$ cat config.mk
export PLATFORM = sky130hd
export DESIGN_NAME = prefetch_queue_ctrl
export DESIGN_NICKNAME = d
export VERILOG_FILES = /design/src/rtl/pfq_pkg.sv /design/src/rtl/pfq_match.sv /design/src/rtl/pfq_cutoff.sv /design/src/rtl/pfq_evcnt.sv /design/src/rtl/prefetch_queue_ctrl.sv
export SDC_FILE = /design/constraint.sdc
export NUM_CORES = 2
export LEC_CHECK = 0
export BUFFER_PORTS_ARGS = -buffer_cell sky130_fd_sc_hd__buf_2
export CAP_MARGIN = 20
export CORE_ASPECT_RATIO = 0.7
export CORE_MARGIN = 2
export CORE_UTILIZATION = 63
export CTS_BUF_LIST = sky130_fd_sc_hd__clkbuf_8
export CTS_CLUSTER_DIAMETER = 100
export DETAILED_ROUTE_END_ITERATION = 7
export HOLD_SLACK_MARGIN = 0.06
export PLACE_DENSITY_LB_ADDON = 0.2
export SLEW_MARGIN = 10
export SYNTH_ARGS = -nofsm -noshare
export SYNTH_HDL_FRONTEND = slang
export SYNTH_HIERARCHICAL = 1
export SYNTH_SLANG_ARGS = --single-unit
$ cat constraint.sdc
create_clock -name clk -period 8.6 [get_ports clk]
set_input_delay 0.43 -clock clk [delete_from_list [all_inputs] [get_ports clk]]
set_output_delay 0.43 -clock clk [all_outputs]
set_load 0.02 [all_outputs]
$ cat src/rtl/pfq_pkg.sv
package pfq_pkg;
  localparam int NUM_EV      = 8;
  localparam int EV_IDENT    = 0;
  localparam int EV_BUFHIT   = 1;
  localparam int EV_CACHEHIT = 2;
  localparam int EV_MSHRHIT  = 3;
  localparam int EV_FULLDROP = 4;
  localparam int EV_MISSDROP = 5;
  localparam int EV_SQUASH   = 6;
  localparam int EV_ISSUE    = 7;

  typedef enum logic [1:0] {
    OP_IDLE = 2'd0,
    OP_NOTE = 2'd1,
    OP_CAND = 2'd2,
    OP_STEP = 2'd3
  } op_e;
endpackage

$ cat src/rtl/pfq_match.sv
// Parallel block-address compare against the occupied slots.
module pfq_match #(
  parameter int AW    = 32,
  parameter int DEPTH = 8,
  localparam int IDXW = $clog2(DEPTH),
  localparam int CNTW = $clog2(DEPTH + 1)
) (
  input  logic [AW-1:0]   key,
  input  logic [AW-1:0]   ent [DEPTH],
  input  logic [CNTW-1:0] used,
  output logic            hit,
  output logic [IDXW-1:0] idx
);
  logic [DEPTH-1:0] eq;

  generate
    for (genvar g = 0; g < DEPTH; g++) begin : g_cmp
      assign eq[g] = (CNTW'(g) < used) && (ent[g] == key);
    end
  endgenerate

  always_comb begin
    hit = |eq;
    idx = '0;
    for (int i = DEPTH - 1; i >= 0; i--) begin
      if (eq[i]) idx = IDXW'(i);
    end
  end
endmodule

$ cat src/rtl/pfq_cutoff.sv
// Number of entries kept by a tail squash: one past the highest slot that
// is due strictly before the threshold.
module pfq_cutoff #(
  parameter int TW    = 16,
  parameter int DEPTH = 8,
  localparam int CNTW = $clog2(DEPTH + 1)
) (
  input  logic [TW-1:0]   rdy [DEPTH],
  input  logic [CNTW-1:0] used,
  input  logic [TW-1:0]   thresh,
  output logic [CNTW-1:0] keep
);
  always_comb begin
    keep = '0;
    for (int i = 0; i < DEPTH; i++) begin
      if ((CNTW'(i) < used) && (rdy[i] < thresh)) keep = CNTW'(i + 1);
    end
  end
endmodule

$ cat src/rtl/pfq_evcnt.sv
// Bank of wrapping event counters with multi-count increments.
module pfq_evcnt #(
  parameter int NEV = 8,
  parameter int CW  = 16,
  parameter int IW  = 4
) (
  input  logic              clk,
  input  logic              rst,
  input  logic [IW-1:0]     inc [NEV],
  output logic [NEV*CW-1:0] cnt_flat
);
  generate
    for (genvar g = 0; g < NEV; g++) begin : g_ctr
      logic [CW-1:0] c;
      always_ff @(posedge clk) begin
        if (rst) c <= '0;
        else     c <= c + CW'(inc[g]);
      end
      assign cnt_flat[g*CW +: CW] = c;
    end
  endgenerate
endmodule

$ cat src/rtl/prefetch_queue_ctrl.sv
module prefetch_queue_ctrl
  import pfq_pkg::*;
#(
  parameter int AW        = 32,
  parameter int BLK_BYTES = 64,
  parameter int DEPTH     = 8,
  parameter int TW        = 16,
  parameter int DW        = 8,
  parameter int CW        = 16
) (
  input  logic                 clk,
  input  logic                 rst,
  input  logic                 cfg_data_only,
  input  logic                 cfg_serial_squash,
  input  logic                 ntf_valid,
  input  logic [AW-1:0]        ntf_addr,
  input  logic [TW-1:0]        ntf_time,
  input  logic                 ntf_uncached,
  input  logic                 ntf_ifetch,
  input  logic                 cand_valid,
  input  logic [AW-1:0]        cand_addr,
  input  logic [DW-1:0]        cand_delay,
  input  logic                 issue_req,
  output logic [AW-1:0]        probe_addr,
  input  logic                 probe_cache_hit,
  input  logic                 probe_mshr_hit,
  output logic                 issue_done,
  output logic                 issue_found,
  output logic [AW-1:0]        issue_addr,
  output logic                 mem_req,
  output logic [TW-1:0]        head_time,
  output logic [NUM_EV*CW-1:0] ev_counts
);
  localparam int CNTW = $clog2(DEPTH + 1);
  localparam int IDXW = $clog2(DEPTH);
  localparam logic [AW-1:0] OFF_MASK = AW'(BLK_BYTES - 1);
  localparam logic [CNTW-1:0] FULL_CNT = CNTW'(DEPTH);

  // queue storage: slot 0 is the oldest entry
  logic [AW-1:0]   q_addr [DEPTH];
  logic [TW-1:0]   q_rdy  [DEPTH];
  logic [AW-1:0]   n_addr [DEPTH];
  logic [TW-1:0]   n_rdy  [DEPTH];
  logic [AW-1:0]   a_addr [DEPTH];
  logic [TW-1:0]   a_rdy  [DEPTH];
  logic [AW-1:0]   s_addr [DEPTH];
  logic [TW-1:0]   s_rdy  [DEPTH];
  logic [CNTW-1:0] count, n_count, cnt1, keep;
  logic [TW-1:0]   base_time, n_base;
  logic            searching, n_search;
  logic            n_done, n_found;
  logic [AW-1:0]   n_iaddr;
  logic [CNTW-1:0] ev_inc [NUM_EV];

  logic            ntf_take;
  op_e             op;
  logic [AW-1:0]   ntf_blk, cand_blk;
  logic [TW-1:0]   cand_rdy;
  logic            n_hit, c_hit;
  logic [IDXW-1:0] n_idx, c_idx;

  assign ntf_blk  = ntf_addr & ~OFF_MASK;
  assign cand_blk = cand_addr & ~OFF_MASK;
  assign cand_rdy = base_time + TW'(cand_delay);
  assign ntf_take = ntf_valid && !ntf_uncached && !(ntf_ifetch && cfg_data_only);

  // one operation per cycle, fixed priority
  always_comb begin
    if (ntf_valid)       op = ntf_take ? OP_NOTE : OP_IDLE;
    else if (cand_valid) op = OP_CAND;
    else if (searching)  op = OP_STEP;
    else                 op = OP_IDLE;
  end

  pfq_match #(.AW(AW), .DEPTH(DEPTH)) u_ntf_match (
    .key(ntf_blk), .ent(q_addr), .used(count), .hit(n_hit), .idx(n_idx)
  );

  pfq_match #(.AW(AW), .DEPTH(DEPTH)) u_cand_match (
    .key(cand_blk), .ent(q_addr), .used(count), .hit(c_hit), .idx(c_idx)
  );

  // queue with the matching entry closed up
  always_comb begin
    a_addr = q_addr;
    a_rdy  = q_rdy;
    for (int i = 0; i < DEPTH - 1; i++) begin
      if (n_hit && (IDXW'(i) >= n_idx)) begin
        a_addr[i] = q_addr[i+1];
        a_rdy[i]  = q_rdy[i+1];
      end
    end
    cnt1 = count - CNTW'(n_hit);
  end

  // queue with the head popped
  always_comb begin
    s_addr = q_addr;
    s_rdy  = q_rdy;
    for (int i = 0; i < DEPTH - 1; i++) begin
      s_addr[i] = q_addr[i+1];
      s_rdy[i]  = q_rdy[i+1];
    end
  end

  pfq_cutoff #(.TW(TW), .DEPTH(DEPTH)) u_cut (
    .rdy(a_rdy), .used(cnt1), .thresh(ntf_time), .keep(keep)
  );

  always_comb begin
    n_addr   = q_addr;
    n_rdy    = q_rdy;
    n_count  = count;
    n_base   = base_time;
    n_search = searching;
    n_done   = 1'b0;
    n_found  = 1'b0;
    n_iaddr  = issue_addr;
    for (int k = 0; k < NUM_EV; k++) ev_inc[k] = '0;
    if (!searching && issue_req) n_search = 1'b1;
    case (op)
      OP_NOTE: begin
        n_addr = a_addr;
        n_rdy  = a_rdy;
        n_base = ntf_time;
        ev_inc[EV_MISSDROP] = CNTW'(n_hit);
        if (cfg_serial_squash) begin
          n_count = keep;
          ev_inc[EV_SQUASH] = cnt1 - keep;
        end else begin
          n_count = cnt1;
        end
      end
      OP_CAND: begin
        ev_inc[EV_IDENT] = CNTW'(1);
        if (c_hit) begin
          ev_inc[EV_BUFHIT] = CNTW'(1);
        end else if (count == FULL_CNT) begin
          n_addr = s_addr;
          n_rdy  = s_rdy;
          n_addr[DEPTH-1] = cand_blk;
          n_rdy[DEPTH-1]  = cand_rdy;
          ev_inc[EV_FULLDROP] = CNTW'(1);
        end else begin
          n_addr[count[IDXW-1:0]] = cand_blk;
          n_rdy[count[IDXW-1:0]]  = cand_rdy;
          n_count = count + CNTW'(1);
        end
      end
      OP_STEP: begin
        if (count == '0) begin
          n_search = 1'b0;
          n_done   = 1'b1;
        end else begin
          n_addr  = s_addr;
          n_rdy   = s_rdy;
          n_count = count - CNTW'(1);
          if (probe_cache_hit) begin
            ev_inc[EV_CACHEHIT] = CNTW'(1);
          end else if (probe_mshr_hit) begin
            ev_inc[EV_MSHRHIT] = CNTW'(1);
          end else begin
            n_search = 1'b0;
            n_done   = 1'b1;
            n_found  = 1'b1;
            n_iaddr  = q_addr[0];
            ev_inc[EV_ISSUE] = CNTW'(1);
          end
        end
      end
      default: ;
    endcase
  end

  always_ff @(posedge clk) begin
    if (rst) begin
      count       <= '0;
      base_time   <= '0;
      searching   <= 1'b0;
      issue_done  <= 1'b0;
      issue_found <= 1'b0;
      issue_addr  <= '0;
    end else begin
      count       <= n_count;
      base_time   <= n_base;
      searching   <= n_search;
      issue_done  <= n_done;
      issue_found <= n_found;
      issue_addr  <= n_iaddr;
    end
  end

  // entry payload carries no reset; occupancy is tracked by count
  always_ff @(posedge clk) begin
    q_addr <= n_addr;
    q_rdy  <= n_rdy;
  end

  pfq_evcnt #(.NEV(NUM_EV), .CW(CW), .IW(CNTW)) u_ev (
    .clk(clk), .rst(rst), .inc(ev_inc), .cnt_flat(ev_counts)
  );

  assign probe_addr = q_addr[0];
  assign mem_req    = (count != '0);
  assign head_time  = (count != '0) ? q_rdy[0] : '0;

  // ---------------- assertions ----------------
  p_count_bound_r7: assert property (@(posedge clk) disable iff (rst)
    count <= FULL_CNT);

  p_full_hold_r7: assert property (@(posedge clk) disable iff (rst)
    (op == OP_CAND && !c_hit && count == FULL_CNT) |=> (count == FULL_CNT));

  p_ignored_r2: assert property (@(posedge clk) disable iff (rst)
    (ntf_valid && !ntf_take) |=> $stable(count) && $stable(base_time));

  p_squash_shrinks_r4: assert property (@(posedge clk) disable iff (rst)
    (op == OP_NOTE) |=> (count <= $past(count)));

  p_done_pulse_r8: assert property (@(posedge clk) disable iff (rst)
    issue_done |=> !issue_done);

  p_found_with_done_r8: assert property (@(posedge clk) disable iff (rst)
    issue_found |-> issue_done);

  p_found_aligned_r1: assert property (@(posedge clk) disable iff (rst)
    issue_found |-> ((issue_addr & OFF_MASK) == '0));

  p_cand_blocked_r10: assert property (@(posedge clk) disable iff (rst)
    (ntf_valid && cand_valid && !ntf_take) |=> $stable(count));

  generate
    for (genvar gi = 0; gi < DEPTH; gi++) begin : g_ndi
      for (genvar gj = gi + 1; gj < DEPTH; gj++) begin : g_ndj
        p_nodup_r6: assert property (@(posedge clk) disable iff (rst)
          (CNTW'(gj) < count) |-> (q_addr[gi] != q_addr[gj]));
      end
    end
  endgenerate
endmodule

==> results.yml <==
detailed_routing:
  wl_um: 121000
  drt_pass1_iterations: 6
  vias: 32729
  drc: 0
  route.met2.wl_um: 48100
  highest_layer: "met5"
  vias_per_cell: 6.62
  drtIter0Drc: 4919
  drt-met1-wl_um: 49100
  ant_nets: 0
  wire_per_inst_um: 24.6
  dr_wl_met3_um: 19500
clock_tree:
  clockBufferDepth: 3
  cts-buffers-inserted: 83
  cts_tree: "done"
  cts_root_buffer: "clkbuf_8"
  clock_latency_ns: 0.73
  clk_pin_slew_ns: 0.07
  cts_resized: 0
  clock-sinks: 513
  cts-htree-levels: 3
sta:
  maxSlewViolCount: 0
  fin_crit_ns: 8.24
  finalHoldViolCount: 0
  worst_pin_slew_ns: 1.14
  tns_ns: 0
  finalSetupViolations: 0
  finClkSkew_ns: 0.0347
  slew_headroom_pct: 23.9
  period_share_pct: 95.9
  fmax_ghz: 0.121
  rsz0062_at_grt: "no"
place:
  gp_congestion: 1.02
  dp_hpwl_um: 86800
  portBuffers: 285
critical_path:
  path_max_fanout: 12
  cp-start-kind: "flop"
  cp_slowest_stage_delay_ns: 0.73
  crit_family: "simple AND/OR/NAND/NOR gates"
  cpMostUsedCell: "a21oi_1"
  path_buf_inv: 3
  critical_path_class: "reg -> reg"
  ff2ff_path_depth: 30
  crit_arrival_ns: 8.87
  required_ns: 9.23
  crit_slowest_cell: "dfxtp_1"
  crit_cells: 30
  crit_path_end_kind: "flop"
grt:
  grt_max_degree: 218
  grt_usage_pct: 40.5
  antenna_found_initial: 5
  grt_pass1_vias: 29876
  grt_remaining_overflow: 0
  grt_pass1_wl_um: 182000
outcome:
  status: "complete, no violations"
pwr:
  ir_drop_mv: 0.127
  power_density_mw_per_mm2: 180
  p_leak_nw: 16.2
final_layout:
  layout.nets: 4411
  post-route-util_pct: 71.7
  drive_gt1_share_pct: 16.0
  areaGrowthSynthToFinish_pct: 11.7
floorplan:
  fp.dieH_um: 203
  rows: 72
  core_area_mm2: 0.0555
  ios: 310
  dieArea_mm2: 0.0584
  initial_utilization_pct: 64.1
  die_w_um: 288
synth:
  synth_warnings: 6
  synth.avg_cell_area_um2: 9.37
  syn_inst: 3799
  synth_area_mm2: 0.0356
hold_path:
  hold_depth: 3
  hp-class: "in -> reg"
run:
  drv_cap: 0
==> registers in the layout, summed over array words and instances (netlist names) <==
name,cells
issue_found,1
issue_addr,26
probe_addr,26
base_time,16
q_addr,156
a_rdy,16
searching,1
count,4
a_addr,26
u_ev/g_ctr.c,128
issue_done,1
q_rdy,112
==> power by group <==
group / internal [mW] / leakage (nW) / switching, mW
clock network: 1.07 / 0.936 / 1.08
logic: 0.691 / 10.7 / 1.17
registers: 2.90 / 4.61 / 0.265
total: 4.66 / 16.2 / 2.51
==> per-stage QoR <==
stage               total power, mW  instance area [um^2]  hold slack, ns  setup WS [ns]  instances
finish                         7.18                 39800           0.134          0.357       4945
global route                   7.44                 39800           0.126          0.202       4944
CTS                            7.08                 39700          0.0688          0.655       4939
detailed placement             4.96                 38000           0.444          0.519       4770
global placement               4.91                 37900           0.440          0.577       4768
floorplan                      4.40                 36100           0.440           1.36       3946
==> worst paths after layout <==
path / startpoint / endpoint / slack, ns
setup / recovery: count[3]$_SDFFE_PP0P_ / u_ev/g_ctr[6].c[15]$_SDFF_PP0_ / 0.36
hold / removal: ntf_time[0] / base_time[0]$_SDFFE_PP0P_ / 0.13
setup reg to reg: count[3]$_SDFFE_PP0P_ / u_ev/g_ctr[6].c[15]$_SDFF_PP0_ / 0.36
hold reg to reg: issue_addr[26]$_SDFFE_PP0P_ / issue_addr[26]$_SDFFE_PP0P_ / 0.45
==> timing repair <==
item / in CTS / in global routing
hold buffers: 16 / 0
setup buffers: 0 / 0
endpoints found under the hold margin: 16 / 0
==> metal layers <==
metal  vias up  GRT usage (%)
met2      2554           54.8
met5         -              0
met1     15382           59.9
met4         4           15.5
li1      14412              -
met3       377           12.7
==> cells in the final DEF (no fill, tap or decap), drive strengths merged, types with 103 or more instances in the layout <==
master / n
edfxtp: 336
buf: 365
a22o: 104
xor2: 349
nor2: 201
ha: 167
o21ai: 156
a21oi: 250
dfxtp: 177
xnor2: 218
mux2: 103
nand2: 460
conb: 148
nand3: 115
==> worst register-to-register path, delay by kind of cell, from the launching register on <==
| family | cells | cell delay [ns] |
|---|---|---|
| AOI/OAI and AO/OA | 12 | 2.15 |
| xor gates and xnor gates | 1 | 0.23 |
| DFF | 1 | 0.73 |
| and+or+nand+nor | 10 | 3.11 |
| buffers and inverters | 3 | 0.58 |
| muxes | 1 | 0.37 |
| adders and majority gates | 3 | 0.98 |
==> layout make-up <==
class | instances | area, um^2
Antenna cell | 3 | 7.51
Clock buffer | 94 | 1290
Clock inverter | 59 | 328
Fill cell | 4240 | 15700
Inverter | 61 | 231
Multi-Input combinational cell | 3094 | 21100
Sequential cell | 513 | 13600
Tap cell | 740 | 926
Timing Repair Buffer | 381 | 2230
(Power assumes the default switching activity.)
